==> src/rtl/rx_ring_pkg.sv <==
package rx_ring_pkg;
  localparam int REG_AW = 3;
  localparam logic [REG_AW-1:0] RA_CTRL   = 3'd0;
  localparam logic [REG_AW-1:0] RA_STAT   = 3'd1;
  localparam logic [REG_AW-1:0] RA_IRQEN  = 3'd2;
  localparam logic [REG_AW-1:0] RA_START  = 3'd3;
  localparam logic [REG_AW-1:0] RA_END    = 3'd4;
  localparam logic [REG_AW-1:0] RA_INPUT  = 3'd5;
  localparam logic [REG_AW-1:0] RA_OUTPUT = 3'd6;

  localparam int CTRL_EN_BIT  = 0;
  localparam int CTRL_CLR_BIT = 1;
  localparam int STAT_EN_BIT   = 0;
  localparam int STAT_BUSY_BIT = 1;
  localparam int STAT_LOS_BIT  = 2;
  localparam int STAT_OVF_BIT  = 3;
  localparam int STAT_IRQ_LSB  = 8;

  localparam int NIRQ    = 3;
  localparam int IRQ_FOK = 0;
  localparam int IRQ_LOS = 1;
  localparam int IRQ_OVF = 2;

  typedef enum logic [1:0] {
    ST_IDLE  = 2'd0,
    ST_WRAP  = 2'd1,
    ST_CHECK = 2'd2,
    ST_RECV  = 2'd3
  } seq_state_e;
endpackage

==> src/rtl/rx_ring_space.sv <==
module rx_ring_space #(
  parameter int OFF_W           = 18,
  parameter int MAX_FRAME_WORDS = 380
) (
  input  logic [OFF_W-1:0] in_off_i,
  input  logic [OFF_W-1:0] end_off_i,
  input  logic [OFF_W-1:0] out_off_i,
  output logic             need_wrap_o,
  output logic             los_o
);
  localparam int CW = OFF_W + 1;
  localparam logic [CW-1:0] MAXW = CW'(MAX_FRAME_WORDS);

  logic [CW-1:0] to_end, to_out;

  always_comb begin
    to_end = {1'b0, end_off_i} - {1'b0, in_off_i};
    to_out = {1'b0, out_off_i} - {1'b0, in_off_i};
    need_wrap_o = (in_off_i >= end_off_i) || (to_end < MAXW);
    los_o       = (out_off_i > in_off_i) && (to_out < MAXW);
  end
endmodule

==> src/rtl/rx_ring_regs.sv <==
module rx_ring_regs
  import rx_ring_pkg::*;
#(
  parameter int DATA_W = 32,
  parameter int BASE_W = 12,
  parameter int OFF_W  = 18
) (
  input  logic              clk_i,
  input  logic              rst_ni,
  input  logic              reg_we_i,
  input  logic [REG_AW-1:0] reg_addr_i,
  input  logic [DATA_W-1:0] reg_wdata_i,
  output logic [DATA_W-1:0] reg_rdata_o,
  input  logic [OFF_W-1:0]  in_off_i,
  input  logic              busy_i,
  input  logic              los_i,
  input  logic              ovf_i,
  input  logic [NIRQ-1:0]   irq_i,
  output logic              en_o,
  output logic              clr_ovf_o,
  output logic              srst_o,
  output logic [NIRQ-1:0]   irq_en_o,
  output logic [BASE_W-1:0] base_o,
  output logic [OFF_W-1:0]  start_off_o,
  output logic [OFF_W-1:0]  end_off_o,
  output logic [OFF_W-1:0]  out_off_o,
  output logic              in_wr_o,
  output logic [OFF_W-1:0]  in_wdata_o,
  output logic [NIRQ-1:0]   w1c_o
);
  localparam int SRST_BIT = DATA_W - 1;

  logic              en_q, clr_q, srst_q;
  logic [NIRQ-1:0]   irq_en_q;
  logic [BASE_W-1:0] base_q;
  logic [OFF_W-1:0]  start_q, end_q, out_q;
  logic [OFF_W-1:0]  wr_off;

  assign wr_off = reg_wdata_i[OFF_W+1:2];

  always_ff @(posedge clk_i or negedge rst_ni) begin
    if (!rst_ni) begin
      en_q     <= 1'b0;
      clr_q    <= 1'b0;
      srst_q   <= 1'b0;
      irq_en_q <= '0;
      base_q   <= '0;
      start_q  <= '0;
      end_q    <= '0;
      out_q    <= '0;
    end else if (reg_we_i) begin
      case (reg_addr_i)
        RA_CTRL: begin
          en_q   <= reg_wdata_i[CTRL_EN_BIT];
          clr_q  <= reg_wdata_i[CTRL_CLR_BIT];
          srst_q <= reg_wdata_i[SRST_BIT];
        end
        RA_IRQEN:  irq_en_q <= reg_wdata_i[NIRQ-1:0];
        RA_START: begin
          base_q  <= reg_wdata_i[DATA_W-1 -: BASE_W];
          start_q <= wr_off;
        end
        RA_END:    end_q <= wr_off;
        RA_OUTPUT: out_q <= wr_off;
        default: ;
      endcase
    end
  end

  assign in_wr_o    = reg_we_i && (reg_addr_i == RA_INPUT);
  assign in_wdata_o = wr_off;
  assign w1c_o      = (reg_we_i && (reg_addr_i == RA_STAT)) ?
                      reg_wdata_i[STAT_IRQ_LSB +: NIRQ] : '0;

  function automatic logic [DATA_W-1:0] ptr_word(logic [OFF_W-1:0] off);
    return {base_q, off, 2'b00};
  endfunction

  always_comb begin
    reg_rdata_o = '0;
    case (reg_addr_i)
      RA_CTRL: begin
        reg_rdata_o[CTRL_EN_BIT]  = en_q;
        reg_rdata_o[CTRL_CLR_BIT] = clr_q;
        reg_rdata_o[SRST_BIT]     = srst_q;
      end
      RA_STAT: begin
        reg_rdata_o[STAT_EN_BIT]            = en_q;
        reg_rdata_o[STAT_BUSY_BIT]          = busy_i;
        reg_rdata_o[STAT_LOS_BIT]           = los_i;
        reg_rdata_o[STAT_OVF_BIT]           = ovf_i;
        reg_rdata_o[STAT_IRQ_LSB +: NIRQ]   = irq_i;
        reg_rdata_o[SRST_BIT]               = srst_q;
      end
      RA_IRQEN:  reg_rdata_o[NIRQ-1:0] = irq_en_q;
      RA_START:  reg_rdata_o = ptr_word(start_q);
      RA_END:    reg_rdata_o = ptr_word(end_q);
      RA_INPUT:  reg_rdata_o = ptr_word(in_off_i);
      RA_OUTPUT: reg_rdata_o = ptr_word(out_q);
      default:   reg_rdata_o = '0;
    endcase
  end

  assign en_o        = en_q;
  assign clr_ovf_o   = clr_q;
  assign srst_o      = srst_q;
  assign irq_en_o    = irq_en_q;
  assign base_o      = base_q;
  assign start_off_o = start_q;
  assign end_off_o   = end_q;
  assign out_off_o   = out_q;

  // output pointer moves only under host write
  p_out_host_only_r4: assert property (@(posedge clk_i) disable iff (!rst_ni)
    !(reg_we_i && reg_addr_i == RA_OUTPUT) |=> $stable(out_q));
endmodule

==> src/rtl/rx_ring_flags.sv <==
module rx_ring_flags
  import rx_ring_pkg::*;
(
  input  logic            clk_i,
  input  logic            rst_ni,
  input  logic            srst_i,
  input  logic            clr_ovf_i,
  input  logic            drop_i,
  input  logic            done_i,
  input  logic            los_i,
  input  logic [NIRQ-1:0] irq_en_i,
  input  logic [NIRQ-1:0] w1c_i,
  output logic            ovf_o,
  output logic [NIRQ-1:0] irq_o
);
  logic            ovf_q;
  logic [NIRQ-1:0] irq_q, set_vec;

  always_comb begin
    set_vec          = '0;
    set_vec[IRQ_FOK] = done_i & irq_en_i[IRQ_FOK];
    set_vec[IRQ_LOS] = los_i  & irq_en_i[IRQ_LOS];
    set_vec[IRQ_OVF] = drop_i & irq_en_i[IRQ_OVF];
  end

  always_ff @(posedge clk_i or negedge rst_ni) begin
    if (!rst_ni) begin
      ovf_q <= 1'b0;
      irq_q <= '0;
    end else if (srst_i) begin
      ovf_q <= 1'b0;
      irq_q <= '0;
    end else begin
      if (clr_ovf_i)   ovf_q <= 1'b0;
      else if (drop_i) ovf_q <= 1'b1;
      irq_q <= (irq_q & ~w1c_i) | set_vec;
    end
  end

  assign ovf_o = ovf_q;
  assign irq_o = irq_q;

  p_irq_needs_en_r8: assert property (@(posedge clk_i) disable iff (!rst_ni)
    ((irq_q & ~$past(irq_q) & ~$past(irq_en_i)) == '0));
  p_ovf_from_drop_r5: assert property (@(posedge clk_i) disable iff (!rst_ni)
    $rose(ovf_q) |-> $past(drop_i));
  p_clr_ovf_r9: assert property (@(posedge clk_i) disable iff (!rst_ni)
    clr_ovf_i |=> !ovf_q);
  p_srst_clears_r10: assert property (@(posedge clk_i) disable iff (!rst_ni)
    srst_i |=> (irq_q == '0) && !ovf_q);
endmodule

==> src/rtl/rx_ring_seq.sv <==
module rx_ring_seq
  import rx_ring_pkg::*;
#(
  parameter int BASE_W = 12,
  parameter int OFF_W  = 18,
  parameter int LEN_W  = 16
) (
  input  logic              clk_i,
  input  logic              rst_ni,
  input  logic              srst_i,
  input  logic              en_i,
  input  logic              frame_start_i,
  input  logic              frame_done_i,
  input  logic [LEN_W-1:0]  frame_len_i,
  input  logic              need_wrap_i,
  input  logic              los_i,
  input  logic [BASE_W-1:0] base_i,
  input  logic [OFF_W-1:0]  start_off_i,
  input  logic              in_wr_i,
  input  logic [OFF_W-1:0]  in_wdata_i,
  input  logic              mem_ack_i,
  output logic [OFF_W-1:0]  in_off_o,
  output logic              busy_o,
  output logic              accept_o,
  output logic              drop_o,
  output logic              done_o,
  output logic              mem_req_o,
  output logic [BASE_W+OFF_W+1:0] in_addr_o
);
  localparam int WORDS_W = LEN_W - 1;

  seq_state_e         state_q, state_d;
  logic [OFF_W-1:0]   in_off_q;
  logic [LEN_W:0]     len_rnd;
  logic [WORDS_W-1:0] words;

  assign len_rnd = {1'b0, frame_len_i} + (LEN_W+1)'(3);
  assign words   = len_rnd[LEN_W:2];

  always_comb begin
    state_d   = state_q;
    accept_o  = 1'b0;
    drop_o    = 1'b0;
    done_o    = 1'b0;
    mem_req_o = 1'b0;
    case (state_q)
      ST_IDLE:
        if (frame_start_i && en_i) state_d = need_wrap_i ? ST_WRAP : ST_CHECK;
      ST_WRAP: begin
        mem_req_o = 1'b1;
        if (mem_ack_i) state_d = ST_CHECK;
      end
      ST_CHECK:
        if (los_i) begin
          drop_o  = 1'b1;
          state_d = ST_IDLE;
        end else begin
          accept_o = 1'b1;
          state_d  = ST_RECV;
        end
      ST_RECV:
        if (frame_done_i) begin
          done_o  = 1'b1;
          state_d = ST_IDLE;
        end
      default: state_d = ST_IDLE;
    endcase
  end

  always_ff @(posedge clk_i or negedge rst_ni) begin
    if (!rst_ni) state_q <= ST_IDLE;
    else if (srst_i) state_q <= ST_IDLE;
    else state_q <= state_d;
  end

  // hardware updates win over a host write in the same cycle
  always_ff @(posedge clk_i or negedge rst_ni) begin
    if (!rst_ni) in_off_q <= '0;
    else if (!srst_i && state_q == ST_WRAP && mem_ack_i) in_off_q <= start_off_i;
    else if (!srst_i && done_o) in_off_q <= in_off_q + OFF_W'(words);
    else if (in_wr_i) in_off_q <= in_wdata_i;
  end

  assign in_off_o  = in_off_q;
  assign busy_o    = (state_q != ST_IDLE);
  assign in_addr_o = {base_i, in_off_q, 2'b00};

  p_accept_not_los_r5: assert property (@(posedge clk_i) disable iff (!rst_ni)
    accept_o |-> !los_i);
  p_one_outcome_r5: assert property (@(posedge clk_i) disable iff (!rst_ni)
    !(accept_o && drop_o));
  p_req_hold_r2: assert property (@(posedge clk_i) disable iff (!rst_ni)
    (mem_req_o && !mem_ack_i && !srst_i) |=> mem_req_o);
  p_wrap_to_start_r2: assert property (@(posedge clk_i) disable iff (!rst_ni)
    (mem_req_o && mem_ack_i && !srst_i) |=> (in_off_q == $past(start_off_i)));
  p_busy_cause_r7: assert property (@(posedge clk_i) disable iff (!rst_ni)
    $rose(busy_o) |-> $past(frame_start_i && en_i));
endmodule

==> src/rtl/rx_ring_ptr_mgr.sv <==
module rx_ring_ptr_mgr
  import rx_ring_pkg::*;
#(
  parameter int DATA_W          = 32,
  parameter int BASE_W          = 12,
  parameter int LEN_W           = 16,
  parameter int MAX_FRAME_WORDS = 380
) (
  input  logic              clk_i,
  input  logic              rst_ni,
  input  logic              reg_we_i,
  input  logic [REG_AW-1:0] reg_addr_i,
  input  logic [DATA_W-1:0] reg_wdata_i,
  output logic [DATA_W-1:0] reg_rdata_o,
  input  logic              frame_start_i,
  input  logic              frame_done_i,
  input  logic [LEN_W-1:0]  frame_len_i,
  output logic              frame_accept_o,
  output logic              frame_drop_o,
  output logic [DATA_W-1:0] frame_addr_o,
  output logic              busy_o,
  output logic              mem_req_o,
  output logic [DATA_W-1:0] mem_addr_o,
  output logic [DATA_W-1:0] mem_data_o,
  input  logic              mem_ack_i,
  output logic              irq_o
);
  localparam int OFF_W = DATA_W - BASE_W - 2;

  logic              en, clr_ovf, srst, in_wr, need_wrap, los, ovf, done;
  logic [NIRQ-1:0]   irq_en, irq, w1c;
  logic [BASE_W-1:0] base;
  logic [OFF_W-1:0]  start_off, end_off, out_off, in_off, in_wdata;
  logic [DATA_W-1:0] in_addr;

  rx_ring_regs #(.DATA_W(DATA_W), .BASE_W(BASE_W), .OFF_W(OFF_W)) u_regs (
    .clk_i, .rst_ni, .reg_we_i, .reg_addr_i, .reg_wdata_i, .reg_rdata_o,
    .in_off_i(in_off), .busy_i(busy_o), .los_i(los), .ovf_i(ovf), .irq_i(irq),
    .en_o(en), .clr_ovf_o(clr_ovf), .srst_o(srst), .irq_en_o(irq_en),
    .base_o(base), .start_off_o(start_off), .end_off_o(end_off),
    .out_off_o(out_off), .in_wr_o(in_wr), .in_wdata_o(in_wdata), .w1c_o(w1c)
  );

  rx_ring_space #(.OFF_W(OFF_W), .MAX_FRAME_WORDS(MAX_FRAME_WORDS)) u_space (
    .in_off_i(in_off), .end_off_i(end_off), .out_off_i(out_off),
    .need_wrap_o(need_wrap), .los_o(los)
  );

  rx_ring_seq #(.BASE_W(BASE_W), .OFF_W(OFF_W), .LEN_W(LEN_W)) u_seq (
    .clk_i, .rst_ni, .srst_i(srst), .en_i(en),
    .frame_start_i, .frame_done_i, .frame_len_i,
    .need_wrap_i(need_wrap), .los_i(los), .base_i(base),
    .start_off_i(start_off), .in_wr_i(in_wr), .in_wdata_i(in_wdata),
    .mem_ack_i, .in_off_o(in_off), .busy_o, .accept_o(frame_accept_o),
    .drop_o(frame_drop_o), .done_o(done), .mem_req_o, .in_addr_o(in_addr)
  );

  rx_ring_flags u_flags (
    .clk_i, .rst_ni, .srst_i(srst), .clr_ovf_i(clr_ovf),
    .drop_i(frame_drop_o), .done_i(done), .los_i(los),
    .irq_en_i(irq_en), .w1c_i(w1c), .ovf_o(ovf), .irq_o(irq)
  );

  assign frame_addr_o = in_addr;
  assign mem_addr_o   = in_addr;
  assign mem_data_o   = '0;
  assign irq_o        = |irq;
endmodule

==> config.mk <==
export PLATFORM = sky130hd
export DESIGN_NAME = rx_ring_ptr_mgr
export DESIGN_NICKNAME = d
export VERILOG_FILES = /design/src/rtl/rx_ring_pkg.sv /design/src/rtl/rx_ring_space.sv /design/src/rtl/rx_ring_regs.sv /design/src/rtl/rx_ring_flags.sv /design/src/rtl/rx_ring_seq.sv /design/src/rtl/rx_ring_ptr_mgr.sv
export SDC_FILE = /design/constraint.sdc
export NUM_CORES = 1
export LEC_CHECK = 0
export ABC_CLOCK_PERIOD_IN_PS = 6910
export CAP_MARGIN = 20
export CORE_MARGIN = 4
export CORE_UTILIZATION = 54
export DETAILED_ROUTE_END_ITERATION = 16
export GPL_ROUTABILITY_DRIVEN = 0
export GPL_TIMING_DRIVEN = 0
export PLACE_DENSITY = 0.95
export SYNTH_ARGS = -nofsm -noshare
export SYNTH_HDL_FRONTEND = slang
export SYNTH_HIERARCHICAL = 1
export SYNTH_SLANG_ARGS = --single-unit
==> constraint.sdc <==
create_clock -name clk_i -period 6.91 [get_ports clk_i]
set_input_delay 0.691 -clock clk_i [delete_from_list [all_inputs] [get_ports clk_i]]
set_output_delay 0.691 -clock clk_i [all_outputs]
set_load 0.05 [all_outputs]
== Yosys cells after proc, flatten, opt, wreduce, memory -nomap -nowiden ==
Cells that the tools add are included.

* Add/subtract/negate cells: 4
* $lt $le $gt $ge: 4
* Equality and inequality tests: 12
* Muxes and demuxes: 29
* Bitwise operators: 6
* Reduce and logical (&&, ||, !) cells: 23

{| class="wikitable"
|+ Operators with widths
! kind !! number
|-
| 20-bit case mux with 4 select lines || 1
|-
| 18-bit two-way mux || 3
|-
| 19-bit by 9-bit < comparator with 1-bit output, second input constant || 2
|-
| 18-bit by 18-bit subtractor with 19-bit output || 2
|-
| 18-bit by 15-bit adder with 18-bit output || 1
|-
| 18-bit >= comparator || 1
|-
| 18-bit greater-than comparator || 1
|-
| 16-bit by 2-bit adder with 17-bit output, second input constant || 1
|-
| 4-bit case mux with 4 select lines || 1
|-
| 3-bit case mux with 5 select lines || 1
|-
| 2-bit two-way mux || 6
|-
| 1-bit two-way mux || 10
|-
| 2-bit AND reduction || 5
|-
| 3-bit == test, second input constant || 3
|-
| 2-bit case mux with 4 select lines || 1
|-
| 1-bit logical AND || 7
|-
| 3-bit by 2-bit == test with 1-bit output, second input constant || 2
|-
| 3-bit two-way mux || 2
|-
| 3-bit inequality test, second input constant || 2
|-
| 1-bit case mux with 6 select lines || 1
|-
| 2-bit case mux with 3 select lines || 1
|-
| 3-bit nonzero test || 2
|-
| 1-bit case mux with 5 select lines || 1
|-
| 2-bit == test, second input constant || 2
|-
| 17 further kinds || 19
|}

* Register bits: 96
* Input bits: 57
* Logic and storage cells: 90

== Depth between registers and ports, before layout ==
Gate-level depths: netlist of run 1.

* Depth in word-level cells: 8
* Depth in mapped cells: 16
* Gate-level depth less buffers: 15

== Modules after synthesis ==
Netlist of run 1, hierarchy kept.

{| class="wikitable"
|+ Modules (own cells, without submodules)
! module !! instances !! cells an instance !! area an instance (µm²)
|-
| rx_ring_regs || 1 || 287 || 3882.5
|-
| rx_ring_seq || 1 || 303 || 2411.1
|-
| rx_ring_space || 1 || 229 || 1655.3
|-
| rx_ring_ptr_mgr || 1 || 66 || 490.5
|-
| rx_ring_flags || 1 || 15 || 157.7
|}

== Worst setup path before layout of run 1 ==
OpenSTA, ideal clock, no wires.

* Path kind: register to output
* From: register u_seq.in_off_q[3] (netlist: u_seq/in_off_o[3])
* To: output port reg_rdata_o[2]
* Data arrival time: 4005 ps
* Data required time: 6219 ps
* Path slack: 2214 ps
* Stages on the path, launching flop included: 15
* Buffers on the path: 1
* Cells stage by stage: dfrtp_1 -> buf_4 -> inv_1 -> ha_1 -> a211oi_2 -> nor2_1 -> or4_4 -> o221ai_4 -> o21ai_1 -> mux2i_1 -> or4_4 -> nor4b_2 -> mux2_2 -> nand2_1 -> o211ai_1

* Longest elaborated chain between the ends: 4
* Elaborated cells on any way between the ends: 5
* Those cells by class: add/sub (1); order compare (2); mux (1); reduce/logical (1)

{| class="wikitable"
|+ RTL lines
! item !! RTL line !! RTL
|-
| start, declared || rx_ring_seq.sv:33 || <nowiki>logic [OFF_W-1:0] in_off_q;</nowiki>
|-
| start signal, assigned || rx_ring_seq.sv:79 || <nowiki>else if (!srst_i && state_q == ST_WRAP && mem_ack_i) in_off_q <= start_off_i;</nowiki>
|-
| start signal, assigned || rx_ring_seq.sv:80 || <nowiki>else if (!srst_i && done_o) in_off_q <= in_off_q + OFF_W'(words);</nowiki>
|-
| start signal, assigned || rx_ring_seq.sv:81 || <nowiki>else if (in_wr_i) in_off_q <= in_wdata_i;</nowiki>
|-
| 18-bit by 18-bit subtractor with 19-bit output || rx_ring_space.sv:18 || <nowiki>to_out = {1'b0, out_off_i} - {1'b0, in_off_i};</nowiki>
|-
| 19-bit by 9-bit < comparator with 1-bit output || rx_ring_space.sv:20 || <nowiki>los_o = (out_off_i > in_off_i) && (to_out < MAXW);</nowiki>
|-
| 1-bit logical AND (*) || rx_ring_space.sv:20 ||
|-
| via los || rx_ring_ptr_mgr.sv:30 || <nowiki>logic en, clr_ovf, srst, in_wr, need_wrap, los, ovf, done;</nowiki>
|-
| 1-bit case mux with 6 select lines (*) || rx_ring_regs.sv:81 || <nowiki>case (reg_addr_i)</nowiki>
|-
| end, declared || rx_ring_ptr_mgr.sv:14 || <nowiki>output logic [DATA_W-1:0] reg_rdata_o,</nowiki>
|}

Mark *: on every way through the listed nets, which the timed path passes. The rest lies on a longest branch.

== Final worst setup path of run 1 ==
Same ends and word-level chain as after synthesis.

==> impl_metrics.py, run 1 <==
metrics = {
    "flow_run": {
        "maxCapViolations": 0,
    },
    "timing": {
        "rsz0062_at_grt": "false",
        "finalSetupViolCount": 0,
        "slew_violations": 0,
        "relSlewSlack_pct": 38.6,
        "fin_crit_ns": 6.08,
        "skew_ns": 0.00781,
        "worst_slew_pin_slew_ns": 0.919,
        "finalCritPeriodShare_pct": 87.9,
        "clock.fmax_mhz": 165,
        "finalSetupTns_ns": 0,
        "finalHoldViolCount": 0,
    },
    "route": {
        "first_pass_iters": 6,
        "num_vias": 8004,
        "drt_iter0_drc": 872,
        "drt-wirelength-per-cell_microns": 20.4,
        "routed_via_density": 6.10,
        "drc": 0,
        "drtAntennaViolNets": 0,
        "routed_wl_microns": 26800,
    },
    "global_routing": {
        "antenna_found_initial": 0,
        "grt_overflow": 0,
        "grt_max_degree": 72,
        "grtUsageTotal_pct": 28.6,
        "grt_pass1_vias": 7901,
        "grt_pass1_wl_microns": 41400,
    },
    "status": {
        "status": "completed",
    },
    "layout": {
        "syn2layout_area_growth_pct": 25.9,
        "final_cell_mix": "clkdlybuf4s50_1 (151), buf_4 (116), dfrtp_1 (96)",
        "diodes": 0,
        "layout-drive-gt1-share_pct": 23.2,
        "nNetsFinal": 1207,
        "final_common_cell": "clkdlybuf4s50_1",
    },
    "synthesis": {
        "avgSynthCellArea_sq_um": 9.55,
        "synthFlopType": "dfrtp_1",
        "post_synth_num_cell_types": 84,
        "synthCells": 900,
        "synth_seq_area_share_pct": 27.9,
        "synth_edf_count": 0,
        "async_flop_share_pct": 100,
        "yosysWarnings": 6,
        "syn-cell-area_sq_um": 8600,
        "synth_seq_cells": 96,
    },
    "cts": {
        "cts_tree": "built",
        "clk_pin_slew_ns": 0.07,
        "ctsHtreeMaxLevel": 3,
        "cts-buffers-inserted": 9,
        "cts_sinks": 96,
        "hold_buffers": 0,
        "postCtsSetupBuffers": 0,
        "clock-root-buffer": "clkbuf_16",
        "worstSkewPairLatency_ns": 0.35,
        "ctsResizeCount": 0,
        "clockBufferDepth": 2,
    },
    "floorplanning": {
        "die_w_microns": 134,
        "initial_core_util_pct": 55.9,
        "rows": 45,
        "dieArea_sq_um": 18000,
        "core-area_sq_um": 15400,
        "die_h_microns": 134,
        "ios": 190,
    },
    "placed_design": {
        "dpl.hpwl_microns": 20200,
        "numPortBuffers": 152,
    },
    "power_and_ir_drop": {
        "power.total_mw": 4.67,
        "p_leak_nw": 5.01,
        "ir_worst_vdd_mv": 0.366,
        "power_density_nw_per_um2": 432,
    },
    "setup_path": {
        "cp_slowest_cell": "clkdlybuf4s50_1",
        "setup.worst_path.class": "reg2out",
        "start_kind": "flip-flop",
        "cp.required_ns": 6.22,
        "worst_path_largest_cell_delay_ns": 0.86,
        "endpoint_kind": "primary output",
        "crit_top_cell": "or4_4",
        "critical_path_arrival_ns": 5.38,
        "crit_chain": "buf_4, inv_1, ha_1, a211oi_2, nor2_1, or4_4, o221ai_4, o21ai_1, mux2i_1, or4_4, nor4b_2, mux2_2, nand2_1, o211ai_1, clkdlybuf4s50_1",
        "path_max_fanout": 7,
    },
    "min_path": {
        "hold_class": "in2async",
    },
}
synthesized netlist by cell type (3+ instances only):
cell type  instances  area, sq um
a21o_1             6         45.0
a21oi_1           51          255
a221oi_1           6         52.6
a22oi_1           16          120
a311oi_1           3         26.3
a31oi_1            5         31.3
and2_1             7         43.8
and2b_1            3         22.5
and3_1            10         62.6
buf_2              3         15.0
buf_4            115          863
buf_6             11          124
clkbuf_1          13         48.8
dfrtp_1           96         2400
ha_1              53          663
inv_1             38          143
mux2_2            30          338
mux2_4            50          751
mux2i_1           31          310
nand2_1           56          210
nand2b_1          10         62.6
nand3_1           18         90.1
nand3b_1           4         30.0
nand4_1            8         50.1
nand4b_1           3         26.3
nor2_1            31          116
nor2b_1           25          156
nor3_1            11         55.1
nor4_1             3         18.8
o211ai_1           9         67.6
o21a_1             6         45.0
o21ai_0           35          175
o221ai_1           4         35.0
o22ai_1           16          100
o31ai_1            5         37.5
or2_2              3         18.8
or3_1              6         37.5
xnor2_1           22          193
xor2_1            20          175
worst max-delay path, delay by kind of cell (launching register included):
family / cells / cell delay [ns]
compound gates: 4 / 0.65
fa+ha+maj: 1 / 0.37
buf+inv: 3 / 1.11
flops: 1 / 0.46
mux: 2 / 0.43
simple gates: 5 / 2.00
through the flow:
step | utilization, % | area, sq um | cells | setup slack, ns | hold WS, ns
floorplan | - | 8720 | 932 | 2.21 | 0.395
global placement | 68.3 | 10500 | 1295 | 1.46 | 0.447
detailed placement | 68.5 | 10500 | 1296 | 1.39 | 0.477
CTS | 70.4 | 10800 | 1312 | 0.937 | 0.265
global route | 70.4 | 10800 | 1312 | 0.748 | 0.273
finish | 70.4 | 10800 | 1312 | 0.834 | 0.259
path summary, 6_finish.rpt:
check | from | to | slack [ns] | depth (start not counted)
max | u_seq/in_off_o[3] | reg_rdata_o[2] | 0.83 | 15
min | rst_ni | u_regs/base_o[0] | 0.26 | 1
max reg2reg | u_seq/in_off_o[3] | u_seq/state_q[1] | 2.41 | 15
min in group clk_i | u_regs/clr_ovf_o | u_flags/ovf_o | 0.51 | 1
min reg2reg | u_regs/clr_ovf_o | u_flags/ovf_o | 0.51 | 1
max in group asynchronous | rst_ni | u_regs/end_off_o[12] | 5.97 | 2
cell families (layout without fill, tap and decap cells):
family / Yosys count / after routing / synth area share, %
simple gates: 221 / 221 / 14.5
flops: 96 / 96 / 27.9
buf+inv: 182 / 351 / 14.0
other cells: 2 / 34 / 0.0874
compound gates: 191 / 191 / 14.9
mux: 112 / 112 / 16.4
fa+ha+maj: 54 / 54 / 7.95
xor+xnor: 42 / 42 / 4.28
flip-flops by register name (all words and copies together), names as in the netlist, 2 cells and up:
name,flops
u_seq/state_q,2
u_regs/start_off_o,18
u_regs/end_off_o,18
u_regs/base_o,12
u_regs/irq_en_o,3
u_flags/irq_o,3
u_seq/in_off_o,18
u_regs/out_off_o,18
where the power goes:
group | internal [mW] | switching (mW)
Combinational | 1.32 | 1.92
Clock | 0.290 | 0.222
Sequential | 0.713 | 0.211
per-layer routing:
metal / track usage, % / up-vias / wire length [microns]
li1: - / 3487 / -
met1: 34.5 / 3764 / 9740
met2: 49.3 / 618 / 13200
met3: 4.80 / 135 / 2460
met4: 14.5 / 0 / 1430
met5: 0 / - / 0
layout make-up:
cell class / count / area [sq um]
clock buffers: 11 / 243
plain buffers: 144 / 1060
multi-input cells: 654 / 5110
repair buffers: 153 / 1550
well taps: 211 / 264
inverters: 38 / 143
fillers: 976 / 4540
clock inverters: 5 / 56.3
flip-flops and latches: 96 / 2400
Note: power is estimated with default switching activity, not from simulation.
==> run 2, diff against run 1 <==
Settings changed: CELL_PAD_IN_SITES_DETAIL_PLACEMENT set to 0, CELL_PAD_IN_SITES_GLOBAL_PLACEMENT set to 1, CORE_UTILIZATION 54 to 43, SLEW_MARGIN set to 20.
==> impl_metrics.py, run 2 (synthesis gave the netlist of run 1 again) <==
metrics = {
    "status": {
        "status": "completed",
    },
    "floorplanning": {
        "die_h_microns": 149,
        "rows": 51,
        "dieArea_sq_um": 22300,
        "core-area_sq_um": 19600,
        "die_w_microns": 149,
        "ios": 190,
        "initial_core_util_pct": 43.9,
    },
    "setup_path": {
        "endpoint_kind": "primary output",
        "setup.worst_path.class": "reg2out",
        "start_kind": "flip-flop",
        "worst_path_largest_cell_delay_ns": 0.86,
        "path_buf_inv": 3,
        "crit_family": "simple AND/OR/NAND/NOR gates",
        "crit_chain": "buf_4, inv_1, ha_1, a211oi_2, nor2_1, or4_4, o221ai_4, o21ai_1, mux2i_1, or4_4, nor4b_2, mux2_2, nand2_1, o211ai_1, clkdlybuf4s50_1",
        "critical_path_arrival_ns": 5.25,
        "path_max_fanout": 7,
        "cp.required_ns": 6.22,
        "cp_slowest_cell": "clkdlybuf4s50_1",
        "crit_top_cell": "or4_4",
    },
    "cts": {
        "clockBufferDepth": 2,
        "hold_buffers": 0,
        "ctsResizeCount": 0,
        "ctsHtreeMaxLevel": 3,
        "postCtsSetupBuffers": 0,
        "clk_pin_slew_ns": 0.06,
        "cts_tree": "built",
        "cts-buffers-inserted": 9,
        "worstSkewPairLatency_ns": 0.34,
        "clock-root-buffer": "clkbuf_16",
        "cts_sinks": 96,
    },
    "route": {
        "first_pass_iters": 7,
        "num_vias": 7154,
        "routed_via_density": 5.24,
        "drc": 0,
        "drtAntennaViolNets": 0,
        "routed_wl_microns": 23900,
        "drt-wirelength-per-cell_microns": 17.5,
        "drt_iter0_drc": 535,
    },
    "timing": {
        "relSlewSlack_pct": 41.6,
        "finalSetupTns_ns": 0,
        "rsz0062_at_grt": "false",
        "clock.fmax_mhz": 168,
        "worst_slew_pin_slew_ns": 0.873,
        "finalCritPeriodShare_pct": 86.0,
        "finalHoldViolCount": 0,
        "slew_violations": 0,
        "skew_ns": 0.00754,
        "timing.final.ws_setup_ns": 0.967,
        "fin_crit_ns": 5.94,
        "finalSetupViolCount": 0,
    },
    "placed_design": {
        "numPortBuffers": 152,
        "dpl_cell_area_sq_um": 10600,
        "dpl.hpwl_microns": 19500,
        "placedCellCount": 1350,
        "pre_cts_slack_ns": 1.38,
    },
    "layout": {
        "fin_cells": 1364,
        "syn2layout_area_growth_pct": 26.3,
        "nNetsFinal": 1207,
        "diodes": 0,
        "final_common_cell": "clkdlybuf4s50_1",
        "final_cell_mix": "clkdlybuf4s50_1 (151), buf_4 (115), dfrtp_1 (96)",
        "layout-drive-gt1-share_pct": 22.8,
        "final_cell_area_sq_um": 10900,
        "fill_cells": 1763,
    },
    "min_path": {
        "hold_class": "in2async",
    },
    "global_routing": {
        "grt_pass1_vias": 7092,
        "grt_pass1_wl_microns": 37700,
        "grt_overflow": 0,
        "use_met1_pct": 28.1,
        "grtUsageTotal_pct": 21.2,
        "busiest_layer": "met2",
        "grt_max_degree": 74,
        "use_met3_pct": 2.89,
        "antenna_found_initial": 0,
        "use_met2_pct": 36.4,
    },
    "power_and_ir_drop": {
        "p_leak_nw": 4.99,
        "power.total_mw": 4.49,
        "ir_worst_vdd_mv": 0.310,
        "power_density_nw_per_um2": 414,
    },
    "flow_run": {
        "maxCapViolations": 0,
    },
}
## run 2: changes by cell type in the layout (fill, tap and decap cells not counted)
| cell | delta |
|---|---|
| buf_4 | -1 |
| buf_6 | +1 |
| bufinv_16 | -1 |
| clkbuf_1 | +2 |
| clkinv_2 | -1 |
| clkinv_4 | -1 |
| clkinvlp_4 | -1 |
## run 2: stage by stage
stage,hold slack (ns),util [%]
after floorplan,0.395,-
after global placement,0.451,54.0
after detailed placement,0.470,54.1
after CTS,0.196,55.4
after global routing,0.208,55.4
final,0.197,55.4
## run 2: per-layer routing
| layer | vias to the layer above | wire, microns |
|---|---|---|
| li1 | 3496 | - |
| met1 | 3400 | 10200 |
| met2 | 228 | 11900 |
| met3 | 30 | 1250 |
| met4 | 0 | 514 |
| met5 | - | 0 |
## run 2: final timing paths
kind	from	end	slack [ns]	cells after the start
worst min register to register	u_regs/clr_ovf_o	u_flags/ovf_o	0.50	1
max in group asynchronous	rst_ni	u_regs/out_off_o[11]	6.07	2
worst min-delay path	rst_ni	u_regs/base_o[10]	0.20	1
worst max-delay path	u_seq/in_off_o[3]	reg_rdata_o[2]	0.97	15
worst max register to register	u_seq/in_off_o[3]	u_seq/state_q[1]	2.61	15
min in group clk_i	u_regs/clr_ovf_o	u_flags/ovf_o	0.50	1
## run 2: area by class of cell
class / instances / area [sq um] / area share [%]
well taps: 265 / 332 / 3.05
flip-flops and latches: 96 / 2400 / 22.1
clock buffers: 13 / 250 / 2.31
multi-input cells: 654 / 5110 / 47.1
inverters: 38 / 143 / 1.31
clock inverters: 1 / 5.00 / 0.0461
repair buffers: 153 / 1550 / 14.3
plain buffers: 144 / 1060 / 9.75
## run 2: power by group
| part | total [mW] | leakage (nW) | switching [mW] | internal, mW |
|---|---|---|---|---|
| clock network | 0.453 | 0.126 | 0.203 | 0.250 |
| registers | 0.917 | 1.16 | 0.204 | 0.714 |
| logic | 3.12 | 3.70 | 1.81 | 1.31 |
| total | 4.49 | 4.99 | 2.22 | 2.27 |
